==> config.mk <==
export PLATFORM = sky130hd
export DESIGN_NAME = twoevt_cls_det
export DESIGN_NICKNAME = d
export VERILOG_FILES = /design/src/rtl/twoevt_cls_det.sv
export SDC_FILE = /design/constraint.sdc
export NUM_CORES = 1
export LEC_CHECK = 0
export BUFFER_PORTS_ARGS = -buffer_cell sky130_fd_sc_hd__buf_2
export CORE_ASPECT_RATIO = 1.1
export CORE_MARGIN = 10
export CORE_UTILIZATION = 45
export DETAILED_ROUTE_END_ITERATION = 8
export PLACE_DENSITY_LB_ADDON = 0.05
export SLEW_MARGIN = 10
export SYNTH_ARGS = -nofsm -noshare
export SYNTH_HDL_FRONTEND = slang
export SYNTH_SLANG_ARGS = --single-unit
==> constraint.sdc <==
create_clock -name clk -period 4.3 [get_ports clk]
set_input_delay 0.215 -clock clk [delete_from_list [all_inputs] [get_ports clk]]
set_output_delay 0.215 -clock clk [all_outputs]
set_load 0.01 [all_outputs]
==> src/rtl/twoevt_cls_det.sv <==
module twoevt_cls_det #(
  parameter int CODE_W  = 10,
  parameter int MARK_LO = 54,
  parameter int MARK_HI = 97,
  parameter int BIAS_ON = 115,
  parameter int CLS_LO  = 130,
  parameter int CLS_HI  = 205,
  parameter int HYST    = 2,
  parameter int AGREE   = 4
) (
  input  logic              clk,
  input  logic              rst_n,
  input  logic [CODE_W-1:0] vsamp,
  input  logic              vsamp_vld,
  input  logic              conv_pwr,
  output logic              cls_src_en,
  output logic              bias_en,
  output logic [1:0]        mark_cnt,
  output logic              flag_n
);

  localparam int CNT_W = $clog2(AGREE + 1);
  localparam int B1 = MARK_LO;
  localparam int B2 = MARK_HI + 1;
  localparam int B3 = BIAS_ON;
  localparam int B4 = CLS_LO;
  localparam int B5 = CLS_HI + 1;
  localparam int TOP = (1 << CODE_W) + HYST;

  typedef enum logic [2:0] {Z_RST, Z_MARK, Z_DET, Z_PRE, Z_CLS, Z_PWR} zone_t;

  zone_t zone, pend, cand;
  logic [CNT_W-1:0] agree_cnt;
  logic armed;
  logic commit;
  int   v;

  function automatic zone_t raw_zone(input int x);
    if (x < B1)      return Z_RST;
    else if (x < B2) return Z_MARK;
    else if (x < B3) return Z_DET;
    else if (x < B4) return Z_PRE;
    else if (x < B5) return Z_CLS;
    else             return Z_PWR;
  endfunction

  function automatic int zone_lo(input zone_t z);
    case (z)
      Z_MARK:  return B1;
      Z_DET:   return B2;
      Z_PRE:   return B3;
      Z_CLS:   return B4;
      Z_PWR:   return B5;
      default: return -HYST;
    endcase
  endfunction

  function automatic int zone_hi(input zone_t z);
    case (z)
      Z_RST:   return B1 - 1;
      Z_MARK:  return B2 - 1;
      Z_DET:   return B3 - 1;
      Z_PRE:   return B4 - 1;
      Z_CLS:   return B5 - 1;
      default: return TOP;
    endcase
  endfunction

  assign v = int'(vsamp);

  always_comb begin
    if (v >= zone_lo(zone) - HYST && v <= zone_hi(zone) + HYST) cand = zone;
    else cand = raw_zone(v);
  end

  assign commit = vsamp_vld && (cand != zone) && (cand == pend) &&
                  (agree_cnt == CNT_W'(AGREE - 1));

  always_ff @(posedge clk) begin
    if (!rst_n) begin
      zone      <= Z_RST;
      pend      <= Z_RST;
      agree_cnt <= '0;
    end else if (vsamp_vld) begin
      if (cand == zone) begin
        agree_cnt <= '0;
      end else if (commit) begin
        zone      <= cand;
        agree_cnt <= '0;
      end else if (cand == pend) begin
        agree_cnt <= agree_cnt + 1'b1;
      end else begin
        pend      <= cand;
        agree_cnt <= CNT_W'(1);
      end
    end
  end

  always_ff @(posedge clk) begin
    if (!rst_n) begin
      bias_en  <= 1'b0;
      mark_cnt <= 2'd0;
      armed    <= 1'b0;
    end else if (commit) begin
      case (cand)
        Z_RST: begin
          bias_en  <= 1'b0;
          mark_cnt <= 2'd0;
          armed    <= 1'b0;
        end
        Z_MARK: begin
          if (armed && zone > Z_MARK) begin
            armed <= 1'b0;
            if (mark_cnt != 2'd2) mark_cnt <= mark_cnt + 2'd1;
          end
        end
        Z_PRE: bias_en <= 1'b1;
        Z_CLS: begin
          bias_en <= 1'b1;
          armed   <= 1'b1;
        end
        Z_PWR: begin
          bias_en <= 1'b1;
          armed   <= 1'b0;
        end
        default: ;
      endcase
    end
  end

  assign cls_src_en = (zone == Z_CLS);
  assign flag_n     = !((mark_cnt == 2'd2) && conv_pwr);

  // window changes only on a valid sample
  a_r8_change_on_valid: assert property (@(posedge clk) disable iff (!rst_n)
    (zone != $past(zone)) |-> $past(vsamp_vld));

  // count never exceeds 2
  a_r5_sat: assert property (@(posedge clk) disable iff (!rst_n)
    mark_cnt <= 2'd2);

  // count moves by +1 or clears
  a_r3_step: assert property (@(posedge clk) disable iff (!rst_n)
    (mark_cnt != $past(mark_cnt)) |-> (mark_cnt == 2'd0 || mark_cnt == $past(mark_cnt) + 2'd1));

  // source enable implies bias
  a_r2_bias_with_cls: assert property (@(posedge clk) disable iff (!rst_n)
    cls_src_en |-> bias_en);

  // reset window holds nothing
  a_r4_rst_clear: assert property (@(posedge clk) disable iff (!rst_n)
    (zone == Z_RST) |-> (mark_cnt == 2'd0 && !bias_en));

  // indicator only with powered converter
  a_r6_flag_pwr: assert property (@(posedge clk) disable iff (!rst_n)
    !flag_n |-> conv_pwr);

endmodule

Word level (Yosys, flattened, before mapping):

Index checks and enable logic that the tools add are counted.

* flip-flop bits (word level): 13
* input port bits: 14
* output and inout bits: 5
* logic and storage cells: 74

* add/sub/neg operators: 4
* $lt $le $gt $ge: 8
* equality and inequality tests: 17
* muxes and demuxes: 17
* bitwise logic cells: 3
* reduce and logical (&&, ||, !) cells: 19

Operators by type and width (number)
* $pmux 32 s5: 1
* $pmux 11 s5: 1
* $add 32x3->32 const B: 1
* $ge 11x32->1: 1
* $le 11x32->1: 1
* $sub 32x3->32 const B: 1
* $mux 3: 8
* $lt 10x7->1 const B: 2
* $lt 10x8->1 const B: 2
* $eq 3x2->1 const B: 4
* $eq 3x3->1 const B: 4
* $lt 10x6->1 const B: 1
* $reduce_and 4->1: 2
* $eq 3x1->1 const B: 2
* $eq 3x3->1: 2
* $logic_and 1x1->1: 6
* $logic_not 3->1: 2
* $ne 2x2->1 const B: 3
* $reduce_and 3->1: 2
* $mux 2: 2
* $pmux 2 s2: 1
* $reduce_bool 2->1: 2
* $add 3x1->3 const B: 1
* $gt 3x1->1 const B: 1
* other kinds (12): 15

Logic depth before layout (Yosys ltp):

Gate-level depths: netlist (run 1).

* depth after elaboration: 13
* mapped depth: 17
* mapped depth without buffers: 15

Worst setup path after synthesis (run 1):

No wires, ideal clock.

* kind: reg2reg
* start point: reg zone[0]
* end point: reg bias_en
* setup time: 0.112 ns
* arrival: 3.889 ns
* data required time: 4.188 ns
* slack: 0.299 ns
* cell stages (with the launch flop): 18
* buffers on the path: 2
* period minus slack after synthesis: 4.001 ns
* cell sequence: dfxtp_1 > buf_2 > clkbuf_1 > inv_1 > a21boi_0 > inv_1 > ha_1 > xnor2_1 > ha_1 > nand2_1 > or3_1 > o311ai_0 > a21oi_1 > nor2_2 > mux2_2 > xor2_1 > or4b_4 > a2111oi_1

* cells in the longest elaborated chain, start to end: 11
* elaborated cells on any way between the ends: 27
* those cells by class: add/sub (2); order compare (2); eq/ne (10); mux (4); reduce/logical (9)

Ends and longest elaborated chain
* from (decl): line 32 `zone_t zone, pend, cand;`
* from (signal assigned): line 88 `zone <= cand;`
* parallel branches: the longest is 11 deep, another holds $sub 32x3->32
* to (signal assigned): line 101 `bias_en <= 1'b0;`
* to (signal assigned): line 107 `bias_en <= 1'b0;`
* to (signal assigned): line 117 `Z_PRE: bias_en <= 1'b1;`
* to (decl): line 17 `output logic bias_en,`

Parallel ways; which one is timed is not known.
A chain may end at the register's enable or synchronous reset.

Worst setup path after layout (run 1):

* start point: reg zone[1]
* end point: reg bias_en

The elaborated chain is that of the path after synthesis.

==> impl_metrics.csv, run 1 <==
group,metric,value,unit
floorplanning,die-area,6090,um2
floorplanning,design.core.area,3280,um2
synthesis,ys_async_sr_fraction,0,%
clocking,cts_buffers,3,
synthesis,yosysUniqueCellTypes,54,
pwr,p_int,0.193,mW
setup_path,critical_path_end_type,"flop",
setup_path,startpoint_type,"flop",
setup_path,regToRegStartpoint,"zone[1]$_SDFFE_PN0P_",
timing,finalHoldViolations,0,
synthesis,main_combinational_cell_family_by_area_after_synthesis,"simple AND/OR/NAND/NOR gates",
clocking,clock_sinks,13,
global_route,globalRoute.totalOverflow,0,
global_route,grt.busiest_layer,"met2",
pwr,static-leakage-power,0.719,nW
setup_path,timing_worst_setup_path_type,"flop to flop",
setup_path,timing.critical_path.arrival,4.17,ns
route,detail_route.wl_per_cell,16.0,um
global_route,grt_max_degree,12,
synthesis,synthesis.nets,222,
synthesis,seq_area_frac_synth,17.2,%
pwr,netSwitchingPower,0.0980,mW
setup_path,critical-path-top-cell-by-count,"sky130_fd_sc_hd__nor2_2",
place,io_buffer_count,18,
pwr,vdd_ir_drop_max,0.155,mV
final_layout,final_layout_size_suffix_gt1_share,18.5,%
global_route,wire_length_of_the_first_global_routing_pass,6.55,mm
timing,grt_setup_unrepaired,"no",
timing,setup-tns-final,0,ns
place,dpl.hpwl,3.13,mm
synthesis,ys_ff_latch,13,
clocking,clock_tree.htree_level_count,1,
pwr,share_clk_of_total_power,27.2,%
timing,setup_viol_count_final,0,
final_layout,layout.cells.most_common_list,"22 x sky130_fd_sc_hd__ha_1, 19 x sky130_fd_sc_hd__nor2_1, 18 x sky130_fd_sc_hd__buf_2, 14 x sky130_fd_sc_hd__inv_1",
final_layout,insertedDiodeCount,0,
setup_path,worstPathMaxFanout,11,
clocking,tritoncts_clock_tree,"done",
timing,timing.final.crit_period,4.00,ns
run_status,status,"finished clean",
final_layout,nNetsFinal,242,
route,drt-pass1-iter-count,5,
synthesis,synthXorXnorAreaFrac,5.12,%
timing,max_freq,250,MHz
global_route,grt_use_total,13.4,%
clocking,clockRootBuffer,"sky130_fd_sc_hd__clkbuf_4",
route,drt_wl_total,3.86,mm
global_route,grt_pass1_vias,1430,
floorplanning,start_util,46.2,%
place,place_worst_setup_slack,0.167,ns
setup_path,worst_path_dominant_cell_family,"simple AND/OR/NAND/NOR gates",
final_layout,mostFrequentLayoutCell,"sky130_fd_sc_hd__ha_1",
final_layout,area_growth,10.5,%
synthesis,post_synth.cell_area_avg,8.14,um2
synthesis,post_synth_inst_count,186,
global_route,grt_util_met3,2.56,%
route,drt_first_iter_violations,52,
floorplanning,fp-row-count,22,
job,timing.max_cap.violations,0,
route,route.detailed.vias_per_inst,6.01,
clocking,cts.hold.buffers_added,0,
synthesis,synth_compound_gate_area_share,21.9,%
global_route,number_of_antenna_violations_at_the_first_check_in_global_routing,0,
pwr,switching_share,33.7,%
synthesis,post_synthesis_instance_area,1510,um2
route,drc_errors,0,
timing,fin_skew,0.00254,ns
synthesis,yosysTopAreaCellShare,18.2,%
clocking,max-clock-path-buffers,2,
timing,timing.final.max_slew_violations,0,
timing,final.period_utilization,93.0,%
floorplanning,die_y,80.8,um
floorplanning,pin_count,19,
hold_path,hold_path_class,"input pin to flop",
synthesis,synth_largest_area_cell,"sky130_fd_sc_hd__ha_1",
clocking,worst_setup_hold_path_clk_slew,0.08,ns
synthesis,post_synth_simple_gate_area,25.3,%
global_route,grt.met1_usage,14.5,%
route,antenna_violating_nets_post_route,0,
synthesis,netlist_top_cells_area,"sky130_fd_sc_hd__ha_1 18%, sky130_fd_sc_hd__dfxtp_1 17%, sky130_fd_sc_hd__nor2_1 5.0%",
setup_path,worstSetupStartpoint,"zone[1]$_SDFFE_PN0P_",
pwr,power.share.combinational,28.9,%
setup_path,cp_slowest_stage_delay,0.58,ns
synthesis,synth_edf_count,0,
synthesis,synthAdderAreaFrac,18.2,%
clocking,clk_latency,0.29,ns
pwr,power-per-cell-area,174,nW/um2
route,route.vias.total,1448,
hold_path,worstHoldStart,"vsamp_vld",
setup_path,critical-path-slowest-cell,"sky130_fd_sc_hd__or4b_4",
synthesis,synth.yosys.warnings,0,
setup_path,cp.buffers_inverters,1,
setup_path,cp_data_required_time,4.48,ns
setup_path,worstPathCellList,"inv_1, nand2_1, nor2_2, nor2_1, ha_1, nand4_1, or3_1, o311ai_0, a21oi_1, nor2_2, mux2_2, xor2_1, or4b_4, a2111oi_1",
synthesis,synth_top_flop_cell,"sky130_fd_sc_hd__dfxtp_1",
pwr,power.sequential.fraction,43.9,%
synthesis,synth_mux_area_share,7.19,%
floorplanning,fp.dieW,75.3,um
place,gp_congestion,0.846,
timing,fin_ws,0.301,ns
global_route,globalRouteMet2Util,24.3,%
-- final timing paths --
kind	end	slack, ns	depth (start not counted)
worst max-delay path	bias_en$_SDFFE_PN0P_	0.30	14
worst min-delay path	agree_cnt[0]$_SDFFE_PN0P_	0.23	3
worst max register to register	bias_en$_SDFFE_PN0P_	0.30	14
worst min register to register	mark_cnt[0]$_SDFFE_PN0P_	0.48	2
-- layout make-up --
type / count / area, um2
fill: 336 / 1600
multi-input combinational: 154 / 1180
sequential: 13 / 262
timing repair buffer: 20 / 105
inverter: 14 / 52.6
tap: 36 / 45.0
clock buffer: 4 / 26.3
-- cells by family after synthesis --
| logic type | after synthesis |
|---|---|
| adder cells (fa/ha/maj) | 22 |
| flip-flops | 13 |
| AND/OR/NAND/NOR | 67 |
| buffers and inverters | 19 |
| AO/OA/AOI/OAI | 46 |
| multiplexers | 10 |
| other | 1 |
| XOR/XNOR | 8 |
-- metrics by stage --
step           util [%]  power [mW]  hold WS [ns]  cell area [um2]  cells
3_3_place_gp       50.2       0.210         0.460             1640    237
5_1_grt            51.1       0.306         0.265             1670    241
2_1_floorplan         -       0.186         0.392             1510    186
3_5_place_dp       50.2       0.213         0.478             1640    237
6_report           51.1       0.291         0.228             1670    241
4_1_cts            51.0       0.291         0.232             1670    241
-- cell usage after synthesis, types with 2 or more instances --
cell type                   n
sky130_fd_sc_hd__ha_1      22
sky130_fd_sc_hd__nor2_1    20
sky130_fd_sc_hd__inv_1     14
sky130_fd_sc_hd__dfxtp_1   13
sky130_fd_sc_hd__nand2_1   12
sky130_fd_sc_hd__a21oi_1   11
sky130_fd_sc_hd__a211oi_1   7
sky130_fd_sc_hd__mux2i_1    6
sky130_fd_sc_hd__o21ai_0    6
sky130_fd_sc_hd__or3_1      5
sky130_fd_sc_hd__nand2b_1   4
sky130_fd_sc_hd__xor2_1     4
sky130_fd_sc_hd__clkbuf_1   3
sky130_fd_sc_hd__nand3b_1   3
sky130_fd_sc_hd__o21ai_1    3
sky130_fd_sc_hd__xnor2_1    3
sky130_fd_sc_hd__a21o_1     2
sky130_fd_sc_hd__a31oi_1    2
sky130_fd_sc_hd__buf_2      2
sky130_fd_sc_hd__mux2_2     2
sky130_fd_sc_hd__nand3_1    2
sky130_fd_sc_hd__nand4_1    2
sky130_fd_sc_hd__nand4b_1   2
sky130_fd_sc_hd__nor2b_1    2
sky130_fd_sc_hd__nor3_1     2
sky130_fd_sc_hd__o31ai_1    2
sky130_fd_sc_hd__or2_2      2
sky130_fd_sc_hd__or4b_1     2
-- per-layer routing --
| metal | up-vias | share of wire (%) | wire (um) |
|---|---|---|---|
| met3 | 18 | 4.2 | 162 |
| met5 | - | 0 | 0 |
| met2 | 31 | 52 | 2000 |
| met4 | 0 | 2.9 | 112 |
| li1 | 725 | - | - |
| met1 | 674 | 41 | 1580 |
-- flip-flops by register name, indices dropped and copies added, names as in the netlist --
signal     cells
mark_cnt       2
agree_cnt      3
pend           3
bias_en        1
zone           3
armed          1
-- power groups by stage --
stage	sequential, mW	clock [mW]	combinational [mW]
finish	0.128	0.0791	0.0842
global route	0.128	0.0835	0.0945
CTS	0.128	0.0791	0.0844
detailed placement	0.130	0	0.0828
global placement	0.130	0	0.0800
floorplan	0.130	0	0.0567
-- tightest hold or removal path, cell delays in order --
cell and delay [ns]:
sky130_fd_sc_hd__buf_2 0.11, sky130_fd_sc_hd__nand2b_1 0.10, sky130_fd_sc_hd__a21oi_1 0.05
-- what timing repair did --
action | in CTS | in global routing
setup buffers | 0 | 0
setup endpoints to repair | 0 | 4
resized for setup | 0 | 3
Power figures use the tool's default switching activity.
==> inputs of run 2 (changes only) <==
- PLACE_DENSITY: unset -> 0.67
- PLACE_DENSITY_LB_ADDON: 0.05 -> unset
==> impl_metrics.csv, run 2 (synthesized netlist as in run 1, its figures left out) <==
group,metric,value,unit
route,detail_route.wl_per_cell,15.5,um
job,timing.max_cap.violations,0,
timing,fin_skew,0.000561,ns
final_layout,mostFrequentLayoutCell,"sky130_fd_sc_hd__ha_1",
floorplanning,fp.dieW,75.3,um
place,dpl.hpwl,3.07,mm
clocking,clockRootBuffer,"sky130_fd_sc_hd__clkbuf_4",
final_layout,insertedDiodeCount,0,
final_layout,area_growth,9.83,%
clocking,cts_buffers,3,
setup_path,cp_data_required_time,4.48,ns
clocking,tritoncts_clock_tree,"done",
route,route.detailed.vias_per_inst,5.88,
route,drt_first_iter_violations,98,
floorplanning,start_util,46.2,%
final_layout,final_core_util,50.8,%
final_layout,layout.cells.most_common_list,"22 x sky130_fd_sc_hd__ha_1, 20 x sky130_fd_sc_hd__nor2_1, 18 x sky130_fd_sc_hd__buf_2, 14 x sky130_fd_sc_hd__inv_1",
hold_path,hold_path_class,"input pin to flop",
setup_path,startpoint_type,"flop",
timing,grt_setup_unrepaired,"no",
global_route,number_of_antenna_violations_at_the_first_check_in_global_routing,0,
setup_path,worstPathMaxFanout,11,
timing,final.period_utilization,90.9,%
route,drt_wl_total,3.71,mm
route,antenna_violating_nets_post_route,0,
timing,finalHoldViolations,0,
final_layout,top_regs,"agree_cnt: 3 flops, pend: 3 flops, zone: 3 flops",
final_layout,nNetsFinal,241,
place,placedCellCount,236,
timing,setup_viol_count_final,0,
pwr,vdd_ir_drop_max,0.173,mV
global_route,grt_max_degree,15,
clocking,worst_setup_hold_path_clk_slew,0.08,ns
timing,max_freq,256,MHz
global_route,grt_pass1_vias,1452,
place,io_buffer_count,18,
pwr,static-leakage-power,0.714,nW
route,route.vias.total,1410,
setup_path,r2r_setup_slack,0.39,ns
pwr,power-per-cell-area,174,nW/um2
clocking,clock_tree.htree_level_count,1,
floorplanning,fp-row-count,22,
floorplanning,die_y,80.8,um
timing,timing.final.crit_period,3.91,ns
global_route,grt_use_total,13.2,%
timing,setup-tns-final,0,ns
place,place_worst_setup_slack,0.253,ns
global_route,globalRoute.totalOverflow,0,
timing,fin_ws,0.391,ns
floorplanning,die-area,6090,um2
global_route,wire_length_of_the_first_global_routing_pass,6.42,mm
setup_path,critical_path_end_type,"flop",
place,gp_congestion,0.904,
setup_path,timing_worst_setup_path_type,"flop to flop",
floorplanning,pin_count,19,
floorplanning,design.core.area,3280,um2
route,drc_errors,0,
setup_path,timing.critical_path.arrival,4.09,ns
run_status,status,"finished clean",
clocking,clk_latency,0.29,ns
final_layout,final_layout_size_suffix_gt1_share,17.6,%
final_layout,finalNonFillerCells,240,
clocking,max-clock-path-buffers,2,
clocking,clock_sinks,13,
timing,timing.final.max_slew_violations,0,
route,drt-pass1-iter-count,4,
run 2: final timing paths:
check,startpoint,endpoint,cells past startpoint
setup / recovery,zone[1]$_SDFFE_PN0P_,bias_en$_SDFFE_PN0P_,14
hold / removal,vsamp_vld,agree_cnt[2]$_SDFFE_PN0P_,3
setup reg to reg,zone[1]$_SDFFE_PN0P_,bias_en$_SDFFE_PN0P_,14
hold reg to reg,bias_en$_SDFFE_PN0P_,bias_en$_SDFFE_PN0P_,2
run 2: report_power, final:
part           internal, mW  switching, mW  total (mW)
clock network        0.0361         0.0430      0.0792
logic                0.0335         0.0498      0.0833
registers             0.123        0.00432       0.128
total                 0.193         0.0972       0.290
run 2: layout make-up:
| cell class | count | area [um2] |
|---|---|---|
| clock buffer | 4 | 26.3 |
| fill | 323 | 1610 |
| inverter | 14 | 52.6 |
| multi-input combinational | 154 | 1180 |
| sequential | 13 | 262 |
| timing repair buffer | 19 | 97.6 |
| tap | 36 | 45.0 |
run 2: per-stage QoR:
stage / total power [mW] / hold slack (ns) / area, um2
after floorplan: 0.186 / 0.392 / 1510
after global placement: 0.210 / 0.461 / 1640
after detailed placement: 0.213 / 0.474 / 1640
after CTS: 0.292 / 0.242 / 1660
after global routing: 0.311 / 0.261 / 1660
final: 0.290 / 0.247 / 1660
run 2: metal layers:
| layer | track usage, % | wire length [um] | part of all wire, % |
|---|---|---|---|
| met1 | 13.9 | 1530 | 41 |
| met2 | 24.9 | 1900 | 51 |
| met3 | 2.56 | 188 | 5.1 |
| met4 | 5.39 | 96 | 2.6 |
| met5 | 0 | 0 | 0 |
run 2: worst max-delay path: stages (launching register included):
cell	delay [ns]
sky130_fd_sc_hd__dfxtp_1	0.42
sky130_fd_sc_hd__inv_1	0.17
sky130_fd_sc_hd__nand2_1	0.14
sky130_fd_sc_hd__nor2_1	0.22
sky130_fd_sc_hd__nor2_1	0.09
sky130_fd_sc_hd__ha_1	0.30
sky130_fd_sc_hd__nand4_1	0.11
sky130_fd_sc_hd__or3_1	0.37
sky130_fd_sc_hd__o311ai_0	0.09
sky130_fd_sc_hd__a21oi_1	0.13
sky130_fd_sc_hd__nor2_2	0.20
sky130_fd_sc_hd__mux2_4	0.38
sky130_fd_sc_hd__xor2_2	0.20
sky130_fd_sc_hd__or4b_4	0.60
sky130_fd_sc_hd__a2111oi_1	0.38
run 2: repair_timing:
| action | in CTS | in global routing |
|---|---|---|
| setup endpoints to repair | 0 | 4 |
| setup buffers | 0 | 0 |
| endpoints found under the hold margin | 0 | 0 |
| hold buffers | 0 | 0 |
| resized for setup | 0 | 2 |
